===== src/rtl/cmdreg_pkg.sv =====
package cmdreg_pkg;

   typedef enum logic [1:0] {
      XT_REPEAT  = 2'b00,
      XT_AUTO    = 2'b01,
      XT_RSVD    = 2'b10,
      XT_SPECIAL = 2'b11
   } xfer_type_e;

   localparam logic [4:0] SF_IRQ_CLR = 5'b00110;

   localparam logic [4:0] A_IDENT = 5'h12;
   localparam logic [4:0] A_STAT  = 5'h13;
   localparam logic [4:0] A_DATA0 = 5'h14;

   localparam int N_CFG = 10;
   localparam int IX_EN = 0, IX_ITIME = 1, IX_WTIME = 2, IX_TLO_L = 3, IX_TLO_H = 4;
   localparam int IX_THI_L = 5, IX_THI_H = 6, IX_PERS = 7, IX_CFG = 8, IX_CTRL = 9;

   localparam logic [4:0] CFG_ADDR [N_CFG] = '{
      5'h00, 5'h01, 5'h03, 5'h04, 5'h05, 5'h06, 5'h07, 5'h0C, 5'h0D, 5'h0F};
   localparam logic [7:0] CFG_MASK [N_CFG] = '{
      8'h1B, 8'hFF, 8'hFF, 8'hFF, 8'hFF, 8'hFF, 8'hFF, 8'h0F, 8'h02, 8'h03};
   localparam logic [7:0] CFG_RST  [N_CFG] = '{
      8'h00, 8'hFF, 8'hFF, 8'h00, 8'h00, 8'h00, 8'h00, 8'h00, 8'h00, 8'h00};

endpackage


===== src/rtl/cmdreg_decode.sv =====
module cmdreg_decode
   import cmdreg_pkg::*;
#(
   parameter int ADDR_W = 5,
   parameter int DATA_W = 8
) (
   input  logic              clk,
   input  logic              rst_n,
   input  logic              xfer_start,
   input  logic              wr_valid,
   input  logic [DATA_W-1:0] wr_byte,
   input  logic              rd_req,
   output logic [ADDR_W-1:0] ptr,
   output xfer_type_e        xtype,
   output logic              data_we,
   output logic              rd_fire,
   output logic              sf_irq_clr
);

   localparam int SEL_BIT = DATA_W - 1;

   logic              first_q;
   logic [ADDR_W-1:0] ptr_q;
   xfer_type_e        type_q;
   logic              cmd_hit;
   logic              special;
   logic              step;
   xfer_type_e        new_type;

   assign new_type   = xfer_type_e'(wr_byte[6:5]);
   assign cmd_hit    = wr_valid && first_q && wr_byte[SEL_BIT];
   assign special    = cmd_hit && (new_type == XT_SPECIAL);
   assign data_we    = wr_valid && !cmd_hit;
   assign rd_fire    = rd_req && !wr_valid;
   assign sf_irq_clr = special && (wr_byte[4:0] == SF_IRQ_CLR);
   assign step       = (data_we || rd_fire) && (type_q == XT_AUTO);

   always_ff @(posedge clk or negedge rst_n) begin
      if (!rst_n) begin
         first_q <= 1'b0;
         ptr_q   <= '0;
         type_q  <= XT_REPEAT;
      end else begin
         if (xfer_start)
            first_q <= 1'b1;
         else if (wr_valid || rd_fire)
            first_q <= 1'b0;

         if (cmd_hit && !special) begin
            ptr_q  <= wr_byte[ADDR_W-1:0];
            type_q <= new_type;
         end else if (step) begin
            ptr_q  <= ptr_q + 1'b1;
         end
      end
   end

   assign ptr   = ptr_q;
   assign xtype = type_q;

endmodule


===== src/rtl/cmdreg_cfg.sv =====
module cmdreg_cfg
   import cmdreg_pkg::*;
#(
   parameter int          ADDR_W   = 5,
   parameter int          DATA_W   = 8,
   parameter logic [7:0]  ID_VALUE = 8'h5A
) (
   input  logic              clk,
   input  logic              rst_n,
   input  logic              we,
   input  logic [ADDR_W-1:0] addr,
   input  logic [DATA_W-1:0] wdata,
   input  logic              result_valid,
   input  logic              irq_set,
   input  logic              irq_clr,
   output logic [DATA_W-1:0] rdata,
   output logic [DATA_W-1:0] reg_out [N_CFG],
   output logic              irq_flag,
   output logic              valid_flag
);

   logic [DATA_W-1:0] reg_q [N_CFG];
   logic              irq_q;
   logic              valid_q;

   for (genvar i = 0; i < N_CFG; i++) begin : g_reg
      always_ff @(posedge clk or negedge rst_n) begin
         if (!rst_n)
            reg_q[i] <= CFG_RST[i];
         else if (we && (addr == CFG_ADDR[i]))
            reg_q[i] <= wdata & CFG_MASK[i];
      end
      assign reg_out[i] = reg_q[i];
   end

   always_ff @(posedge clk or negedge rst_n) begin
      if (!rst_n) begin
         irq_q   <= 1'b0;
         valid_q <= 1'b0;
      end else begin
         if (irq_set)
            irq_q <= 1'b1;
         else if (irq_clr)
            irq_q <= 1'b0;
         if (result_valid)
            valid_q <= 1'b1;
      end
   end

   always_comb begin
      rdata = '0;
      for (int i = 0; i < N_CFG; i++)
         if (addr == CFG_ADDR[i])
            rdata = reg_q[i];
      if (addr == A_IDENT)
         rdata = ID_VALUE;
      if (addr == A_STAT)
         rdata = {3'b000, irq_q, 3'b000, valid_q};
   end

   assign irq_flag   = irq_q;
   assign valid_flag = valid_q;

endmodule


===== src/rtl/cmdreg_data.sv =====
module cmdreg_data
   import cmdreg_pkg::*;
#(
   parameter int ADDR_W = 5,
   parameter int DATA_W = 8,
   parameter int N_CHAN = 4,
   parameter int CHAN_W = 16
) (
   input  logic                     clk,
   input  logic                     rst_n,
   input  logic                     result_valid,
   input  logic [N_CHAN*CHAN_W-1:0] result_bus,
   input  logic                     rd_fire,
   input  logic [ADDR_W-1:0]        addr,
   output logic [DATA_W-1:0]        rdata
);

   logic [DATA_W-1:0] ch_rd [N_CHAN];

   for (genvar c = 0; c < N_CHAN; c++) begin : g_chan
      localparam logic [ADDR_W-1:0] LO_ADDR = ADDR_W'(A_DATA0 + 2*c);
      localparam logic [ADDR_W-1:0] HI_ADDR = ADDR_W'(A_DATA0 + 2*c + 1);

      logic [CHAN_W-1:0] val_q;
      logic [DATA_W-1:0] shadow_q;

      always_ff @(posedge clk or negedge rst_n) begin
         if (!rst_n) begin
            val_q    <= '0;
            shadow_q <= '0;
         end else begin
            if (result_valid)
               val_q <= result_bus[c*CHAN_W +: CHAN_W];
            if (rd_fire && (addr == LO_ADDR))
               shadow_q <= val_q[CHAN_W-1 -: DATA_W];
         end
      end

      always_comb begin
         ch_rd[c] = '0;
         if (addr == LO_ADDR)
            ch_rd[c] = val_q[DATA_W-1:0];
         else if (addr == HI_ADDR)
            ch_rd[c] = shadow_q;
      end
   end

   always_comb begin
      rdata = '0;
      for (int c = 0; c < N_CHAN; c++)
         rdata = rdata | ch_rd[c];
   end

endmodule


===== src/rtl/cmdreg_ctrl.sv =====
module cmdreg_ctrl
   import cmdreg_pkg::*;
#(
   parameter int         ADDR_W   = 5,
   parameter int         DATA_W   = 8,
   parameter int         N_CHAN   = 4,
   parameter int         CHAN_W   = 16,
   parameter logic [7:0] ID_VALUE = 8'h5A
) (
   input  logic                     clk,
   input  logic                     rst_n,
   input  logic                     xfer_start,
   input  logic                     wr_valid,
   input  logic [DATA_W-1:0]        wr_byte,
   input  logic                     rd_req,
   output logic [DATA_W-1:0]        rd_data,
   output logic                     rd_valid,
   input  logic                     result_valid,
   input  logic [N_CHAN*CHAN_W-1:0] result_bus,
   input  logic                     irq_set,
   output logic                     en_power,
   output logic                     en_meas,
   output logic                     en_wait,
   output logic                     en_irq,
   output logic [7:0]               integ_time,
   output logic [7:0]               wait_time,
   output logic [15:0]              thr_low,
   output logic [15:0]              thr_high,
   output logic [3:0]               persist,
   output logic                     wait_long,
   output logic [1:0]               gain,
   output logic                     irq_flag,
   output logic                     irq_out
);

   localparam int MAP_SIZE = 2 ** ADDR_W;
   localparam int DATA_END = int'(A_DATA0) + 2 * N_CHAN;

   if (DATA_W != 8) begin : g_bad_data_w
      $error("cmdreg_ctrl: DATA_W must be 8");
   end
   if (ADDR_W != 5) begin : g_bad_addr_w
      $error("cmdreg_ctrl: ADDR_W must be 5");
   end
   if (CHAN_W != 2 * DATA_W) begin : g_bad_chan_w
      $error("cmdreg_ctrl: CHAN_W must be twice DATA_W");
   end
   if (DATA_END > MAP_SIZE) begin : g_bad_n_chan
      $error("cmdreg_ctrl: channels exceed the address space");
   end

   logic [ADDR_W-1:0] ptr;
   xfer_type_e        xtype;
   logic              data_we;
   logic              rd_fire;
   logic              sf_irq_clr;
   logic              valid_flag;
   logic [DATA_W-1:0] cfg_rdata;
   logic [DATA_W-1:0] dat_rdata;
   logic [DATA_W-1:0] regs [N_CFG];
   logic [DATA_W-1:0] rd_data_q;
   logic              rd_valid_q;

   cmdreg_decode #(.ADDR_W(ADDR_W), .DATA_W(DATA_W)) u_decode (
      .clk        (clk),
      .rst_n      (rst_n),
      .xfer_start (xfer_start),
      .wr_valid   (wr_valid),
      .wr_byte    (wr_byte),
      .rd_req     (rd_req),
      .ptr        (ptr),
      .xtype      (xtype),
      .data_we    (data_we),
      .rd_fire    (rd_fire),
      .sf_irq_clr (sf_irq_clr)
   );

   cmdreg_cfg #(.ADDR_W(ADDR_W), .DATA_W(DATA_W), .ID_VALUE(ID_VALUE)) u_cfg (
      .clk          (clk),
      .rst_n        (rst_n),
      .we           (data_we),
      .addr         (ptr),
      .wdata        (wr_byte),
      .result_valid (result_valid),
      .irq_set      (irq_set),
      .irq_clr      (sf_irq_clr),
      .rdata        (cfg_rdata),
      .reg_out      (regs),
      .irq_flag     (irq_flag),
      .valid_flag   (valid_flag)
   );

   cmdreg_data #(.ADDR_W(ADDR_W), .DATA_W(DATA_W), .N_CHAN(N_CHAN), .CHAN_W(CHAN_W)) u_data (
      .clk          (clk),
      .rst_n        (rst_n),
      .result_valid (result_valid),
      .result_bus   (result_bus),
      .rd_fire      (rd_fire),
      .addr         (ptr),
      .rdata        (dat_rdata)
   );

   always_ff @(posedge clk or negedge rst_n) begin
      if (!rst_n) begin
         rd_data_q  <= '0;
         rd_valid_q <= 1'b0;
      end else begin
         rd_valid_q <= rd_fire;
         if (rd_fire)
            rd_data_q <= cfg_rdata | dat_rdata;
      end
   end

   assign rd_data    = rd_data_q;
   assign rd_valid   = rd_valid_q;
   assign en_power   = regs[IX_EN][0];
   assign en_meas    = regs[IX_EN][1];
   assign en_wait    = regs[IX_EN][3];
   assign en_irq     = regs[IX_EN][4];
   assign integ_time = regs[IX_ITIME];
   assign wait_time  = regs[IX_WTIME];
   assign thr_low    = {regs[IX_TLO_H], regs[IX_TLO_L]};
   assign thr_high   = {regs[IX_THI_H], regs[IX_THI_L]};
   assign persist    = regs[IX_PERS][3:0];
   assign wait_long  = regs[IX_CFG][1];
   assign gain       = regs[IX_CTRL][1:0];
   assign irq_out    = irq_flag & en_irq;

endmodule


===== config.mk =====
export PLATFORM = sky130hd
export DESIGN_NAME = cmdreg_ctrl
export DESIGN_NICKNAME = d
export VERILOG_FILES = /design/src/rtl/cmdreg_pkg.sv /design/src/rtl/cmdreg_decode.sv /design/src/rtl/cmdreg_cfg.sv /design/src/rtl/cmdreg_data.sv /design/src/rtl/cmdreg_ctrl.sv
export SDC_FILE = /design/constraint.sdc
export NUM_CORES = 1
export LEC_CHECK = 0
export BUFFER_PORTS_ARGS = -buffer_cell sky130_fd_sc_hd__buf_2
export CAP_MARGIN = 10
export CORE_UTILIZATION = 50
export CTS_CLUSTER_DIAMETER = 120
export DETAILED_ROUTE_END_ITERATION = 8
export GPL_ROUTABILITY_DRIVEN = 1
export PLACE_DENSITY = 0.73
export SYNTH_ARGS = -nofsm -noshare
export SYNTH_HDL_FRONTEND = slang
export SYNTH_SLANG_ARGS = --single-unit

===== constraint.sdc =====
create_clock -name clk -period 5.05 [get_ports clk]
set_input_delay 1.515 -clock clk [delete_from_list [all_inputs] [get_ports clk]]
set_output_delay 1.515 -clock clk [all_outputs]
set_load 0.01 [all_outputs]

# Yosys cells after proc, flatten, opt, wreduce, memory -nomap -nowiden
# Index checks and enable logic that the tools add are counted.
[totals]
regBits = 174
output_inout_bits = 70
word_cells = 110
input_bits = 79
[classes]
mux = 26
bitwise = 5
addsub = 1
n_reduce_logical = 31
n_eq_ne = 22
[ops]
columns = ["op", "count"]
rows = [
  ["two-way mux 8 bit", 19],
  ["== test 5 bit, second input constant", 10],
  ["bitwise OR 8 bit", 4],
  ["== test 5 x 3 -> 1 bit, second input constant", 5],
  ["logical AND 1 bit", 22],
  ["== test 5 x 4 -> 1 bit, second input constant", 3],
  ["two-way mux 5 bit", 3],
  ["nonzero test 2 bit", 3],
  ["adder 5 x 1 -> 5 bit, second input constant", 1],
  ["== test 5 x 1 -> 1 bit, second input constant", 1],
  ["== test 5 x 2 -> 1 bit, second input constant", 1],
  ["zero test 5 bit", 1],
  ["two-way mux 1 bit", 4],
  ["zero test 1 bit", 3],
  ["== test 2 x 1 -> 1 bit, second input constant", 1],
  ["== test 2 bit, second input constant", 1],
  ["logical OR 1 bit", 2],
  ["bitwise AND 1 bit", 1],
]

# Depth between registers and ports, before layout
[logic_depth]
word_depth = 14
ltp_mapped = 9
ltp_nobuf = 7

# By module
# Synthesis repeated with hierarchy kept, for this count alone.
[unflattened]
hier_cells = 665
hier_area_um2 = 8413.1
[modules_own_cells]
columns = ["module", "n_inst", "area_each_um2", "seq_area_each_um2", "cells_each"]
rows = [
  ["cmdreg_data", 1, 4147.7, 2402.3, 282],
  ["cmdreg_cfg", 1, 3428.3, 1546.5, 302],
  ["cmdreg_decode", 1, 461.7, 200.2, 45],
  ["cmdreg_ctrl", 1, 375.4, 225.2, 36],
]

# Least setup slack after synthesis
# No wires, ideal clock.
[synth_path]
kind = "input-to-reg"
start = "input port wr_byte[7]"
end = "register u_cfg.reg_q, in the netlist u_cfg.reg_out[32]"
path_stages = 5
t_arrival_ns = 2.570
slack_ns = 2.355
path_cell_list = "nand3_1 > and2_1 > buf_2 > nand2_1 > mux2_2"
[synth_between]
elab_chain_len = 4
[synth_rtl]
columns = ["element", "line", "source"]
rows = [
  ["from (decl)", "cmdreg_ctrl.sv:14", "input logic [DATA_W-1:0] wr_byte,"],
  ["logical AND 1 bit", "cmdreg_decode.sv:31", "assign cmd_hit = wr_valid && first_q && wr_byte[SEL_BIT];"],
  ["zero test 1 bit", "cmdreg_decode.sv:33", "assign data_we = wr_valid && !cmd_hit;"],
  ["logical AND 1 bit", "cmdreg_decode.sv:33", ""],
  ["logical AND 1 bit", "cmdreg_cfg.sv:30", "else if (we && (addr == CFG_ADDR[i]))"],
  ["to (signal, indexed assignment)", "cmdreg_cfg.sv:29", "reg_q[i] <= CFG_RST[i];"],
  ["to (signal, indexed assignment)", "cmdreg_cfg.sv:31", "reg_q[i] <= wdata & CFG_MASK[i];"],
  ["to (decl)", "cmdreg_cfg.sv:22", "logic [DATA_W-1:0] reg_q [N_CFG];"],
]
# No other way between the ends.
# A chain may end at the register's enable or synchronous reset.

# Final worst setup path
[layout_path]
start = "input port wr_byte[7]"
end = "register u_decode.ptr_q[3], in the netlist u_decode.ptr[3]"
[layout_between]
elab_chain_len = 6
elab_cells_between_ends = 10
cone_classes = "mux: 1; reduce/logical: 9"
[layout_rtl]
columns = ["element", "line", "source"]
rows = [
  ["logical AND 1 bit *", "cmdreg_decode.sv:31", ""],
  ["zero test 1 bit", "cmdreg_decode.sv:33", ""],
  ["logical AND 1 bit", "cmdreg_decode.sv:33", ""],
  ["logical OR 1 bit", "cmdreg_decode.sv:36", "assign step = (data_we || rd_fire) && (type_q == XT_AUTO);"],
  ["logical AND 1 bit", "cmdreg_decode.sv:36", ""],
  ["nonzero test 2 bit (no source line)", "n/a", ""],
  ["to (signal assigned)", "cmdreg_decode.sv:50", "ptr_q <= wr_byte[ADDR_W-1:0];"],
  ["to (signal assigned)", "cmdreg_decode.sv:53", "ptr_q <= ptr_q + 1'b1;"],
  ["to (decl)", "cmdreg_decode.sv:23", "logic [ADDR_W-1:0] ptr_q;"],
]
# Mark *: on every way between the ends. The rest lies on a longest branch, timed or not.

==> results_dict.tcl <==
set metrics [dict create \
    status "finished clean" \
    fillers 1301 \
    drtPass1Iterations 7 \
    setup_tns_ps 0 \
    multi_input_area_mm2 0.00346 \
    min-delay-start "u_decode.first_q" \
    wl_per_cell_um 22.4 \
    drc 0 \
    nets 844 \
    grt_pass1_wl_um 34400 \
    reg2reg_slack_ps 2050 \
    start_kind "input port" \
    synth_area_mm2 0.00812 \
    clk_pin_slew_ps 60 \
    cp_data_arrival_time_ps 3370 \
    synth_warnings 0 \
    max_freq_ghz 0.320 \
    die_w_um 129 \
    syn_inst 636 \
    met3_usage_pct 5.90 \
    drtAntennaViolNets 0 \
    regArea_mm2 0.00437 \
    grtUsageMet1_pct 39.9 \
    yosys_register_bits 174 \
    num_rows 46 \
    synth_cell_types 75 \
    cpLargestDelayFamily "simple AND/OR/NAND/NOR gates" \
    min_path_type "flop to flop" \
    timing.hold.ws_ps 481 \
    power_frac_clock_pct 25.5 \
    switchingPower_mw 1.75 \
    cts_buffers 17 \
    setup_violations 0 \
    gp_congestion 0.878 \
    coreArea_mm2 0.0159 \
    first_iter_violations 609 \
    switching_share_pct 35.3 \
    start_util_pct 51.1 \
    crit_buf_inv 1 \
    grt-busiest-layer "met2" \
    port_buffers 148 \
    final-hold-violation-count 0 \
    rsz0062_at_grt "no" \
    clock_path_buffers 2 \
    crit_type "input port to flop" \
    synth_common_cells "dfrtp_1 (158), mux2_2 (154), nand2_1 (30), nor2_1 (22)" \
    comb_power_share_pct 29.8 \
    via_per_inst 6.07 \
    syn_area_per_cell_um2 12.8 \
    area_growth_pct 16.9 \
    r2r-start "u_decode.ptr[0]" \
    fin_area_mm2 0.00949 \
    worstSkewPairLatency_ps 440 \
    cap_violations 0 \
    io_pins 149 \
    crit_chain "buf_2 -> nand3_1 -> nor4bb_1 -> nor2_1 -> o21ai_0 -> o311ai_0" \
    postCtsSetupBuffers 0 \
    cts_tree "done" \
    wirelength_um 22100 \
    cp.required_ps 5290 \
    dp_slack_ps 1560 \
    synth_top_area_cell "dfrtp_1" \
    grt-ovfl-total 0 \
    post_cts_resized 0 \
    p_int_mw 3.20 \
    n_antenna_cell 0 \
    clock_skew_ps 16.8 \
    crit_path_end_kind "flop" \
    max-vdd-ir-drop_mv 0.315 \
    dp_hpwl_um 15800 \
    timing.slew.headroom_pct 23.0 \
    h-tree-depth 4 \
    synth_edf_count 0 \
    critPathMaxStageDelay_ps 930 \
    hold_buffers 0 \
    period_needed_ps 3120 \
    die-height_um 129 \
    grt_start_max_net_pins 95 \
    final_core_util_pct 59.7 \
    grt_util_met2_pct 42.1 \
    die_area_mm2 0.0168 \
    vias 5999 \
    seqPwrFrac_pct 44.7 \
    antenna_found_initial 0 \
    cts.sinks 174 \
    finalWorstSetupSlack_ps 1930 \
    place_area_mm2 0.00893 \
    clockRootBuffer "clkbuf_16" \
    finalCritPeriodShare_pct 61.8 \
    startpoint "wr_byte[7]" \
    synthTopCellsByArea "dfrtp_1 (49%), mux2_2 (21%), dfstp_2 (5.2%)" \
    worstPathMaxFanout 7 \
    slew_viol_final 0 \
    synth_most_common_cell "dfrtp_1" \
    p_per_area_mw_per_mm2 521 \
    cp_slowest_cell "nor4bb_1" \
    first_global_vias 6020 \
    synth_top_area_share_pct 48.7 \
    synth_ff_type "dfrtp_1" \
    grt_use_total_pct 27.9 \
    drive_gt1_share_pct 47.7 \
    synth_nets 720 \
    synthArstFlopShare_pct 100 \
    tightest_slew_ps 1140 \
    seq_area_frac_synth_pct 53.9 \
    p_leak_nw 4.41 \
]
[cells by family after synthesis]
kind of cell | Yosys count | share of synthesized area (%)
multiplexers | 154 | 21.4
AND/OR/NAND/NOR | 135 | 10.2
XOR/XNOR | 1 | 0.108
AO/OA/AOI/OAI | 110 | 10.2
buffers and inverters | 57 | 3.50
flip-flops | 174 | 53.9
adder cells (fa/ha/maj) | 5 | 0.770
[layer usage]
layer | up-vias | wire length [um]
met4 | 0 | 429
met2 | 285 | 10300
li1 | 2631 | -
met1 | 3051 | 9560
met5 | - | 0
met3 | 32 | 1850
[state kept, by name (all words and copies together) (netlist names)]
register                count
rd_valid                    1
u_data.g_chan.val_q        64
u_cfg.valid_flag            1
u_cfg.irq_flag              1
u_decode.first_q            1
rd_data                     8
u_decode.xtype              2
u_decode.ptr                5
u_data.g_chan.shadow_q     32
u_cfg.reg_out              59
[path summary, 6_finish.rpt]
kind	end	depth (start not counted)
min reg2reg	u_decode.first_q	1
max	u_decode.ptr[3]	6
min	u_decode.first_q	1
min in group asynchronous	u_data.g_chan[1].val_q[13]	1
max in group asynchronous	u_cfg.reg_out[58]	2
max reg2reg	rd_data[2]	7
[through the flow]
step | total power [mW] | std cells
floorplan | 3.08 | 636
global placement | 3.61 | 957
detailed placement | 3.67 | 957
CTS | 4.94 | 989
global route | 5.19 | 989
finish | 4.94 | 989
[power by group through the flow]
stage	sequential [mW]	combinational, mW	clock (mW)
2_1_floorplan	2.16	0.917	0
3_3_place_gp	2.21	1.40	0
3_5_place_dp	2.22	1.45	0
4_1_cts	2.20	1.46	1.27
5_1_grt	2.26	1.59	1.34
6_report	2.21	1.47	1.26
[layout make-up]
type,instances,area share [%]
Sequential cell,174,46.1
Multi-Input combinational cell,405,36.5
Timing Repair Buffer,151,8.24
Clock buffer,19,4.56
Tap cell,216,2.85
Clock inverter,13,1.34
Inverter,11,0.435
[worst reg2reg max path, cell delays in order, from the launching register on]
cell      delay, ps
dfrtp_1         440
inv_1           110
ha_1            780
and3b_1         320
and2_1          250
a222oi_1        480
nand3_1         180
o32a_1          320
[placed cells by master (no fill, tap or decap), types with 7 or more instances in the layout]
cell type and count:
buf_2 147, nand2_1 30, inv_1 11, and2_1 11, dfstp_2 16, a21oi_1 21
dfrtp_1 158, clkbuf_16 17, nand3b_1 7, nand3_1 12, o21ai_0 17, a221oi_1 14
nor2_1 22, a222oi_1 9, mux2_2 154
Power figures use the tool's default switching activity.
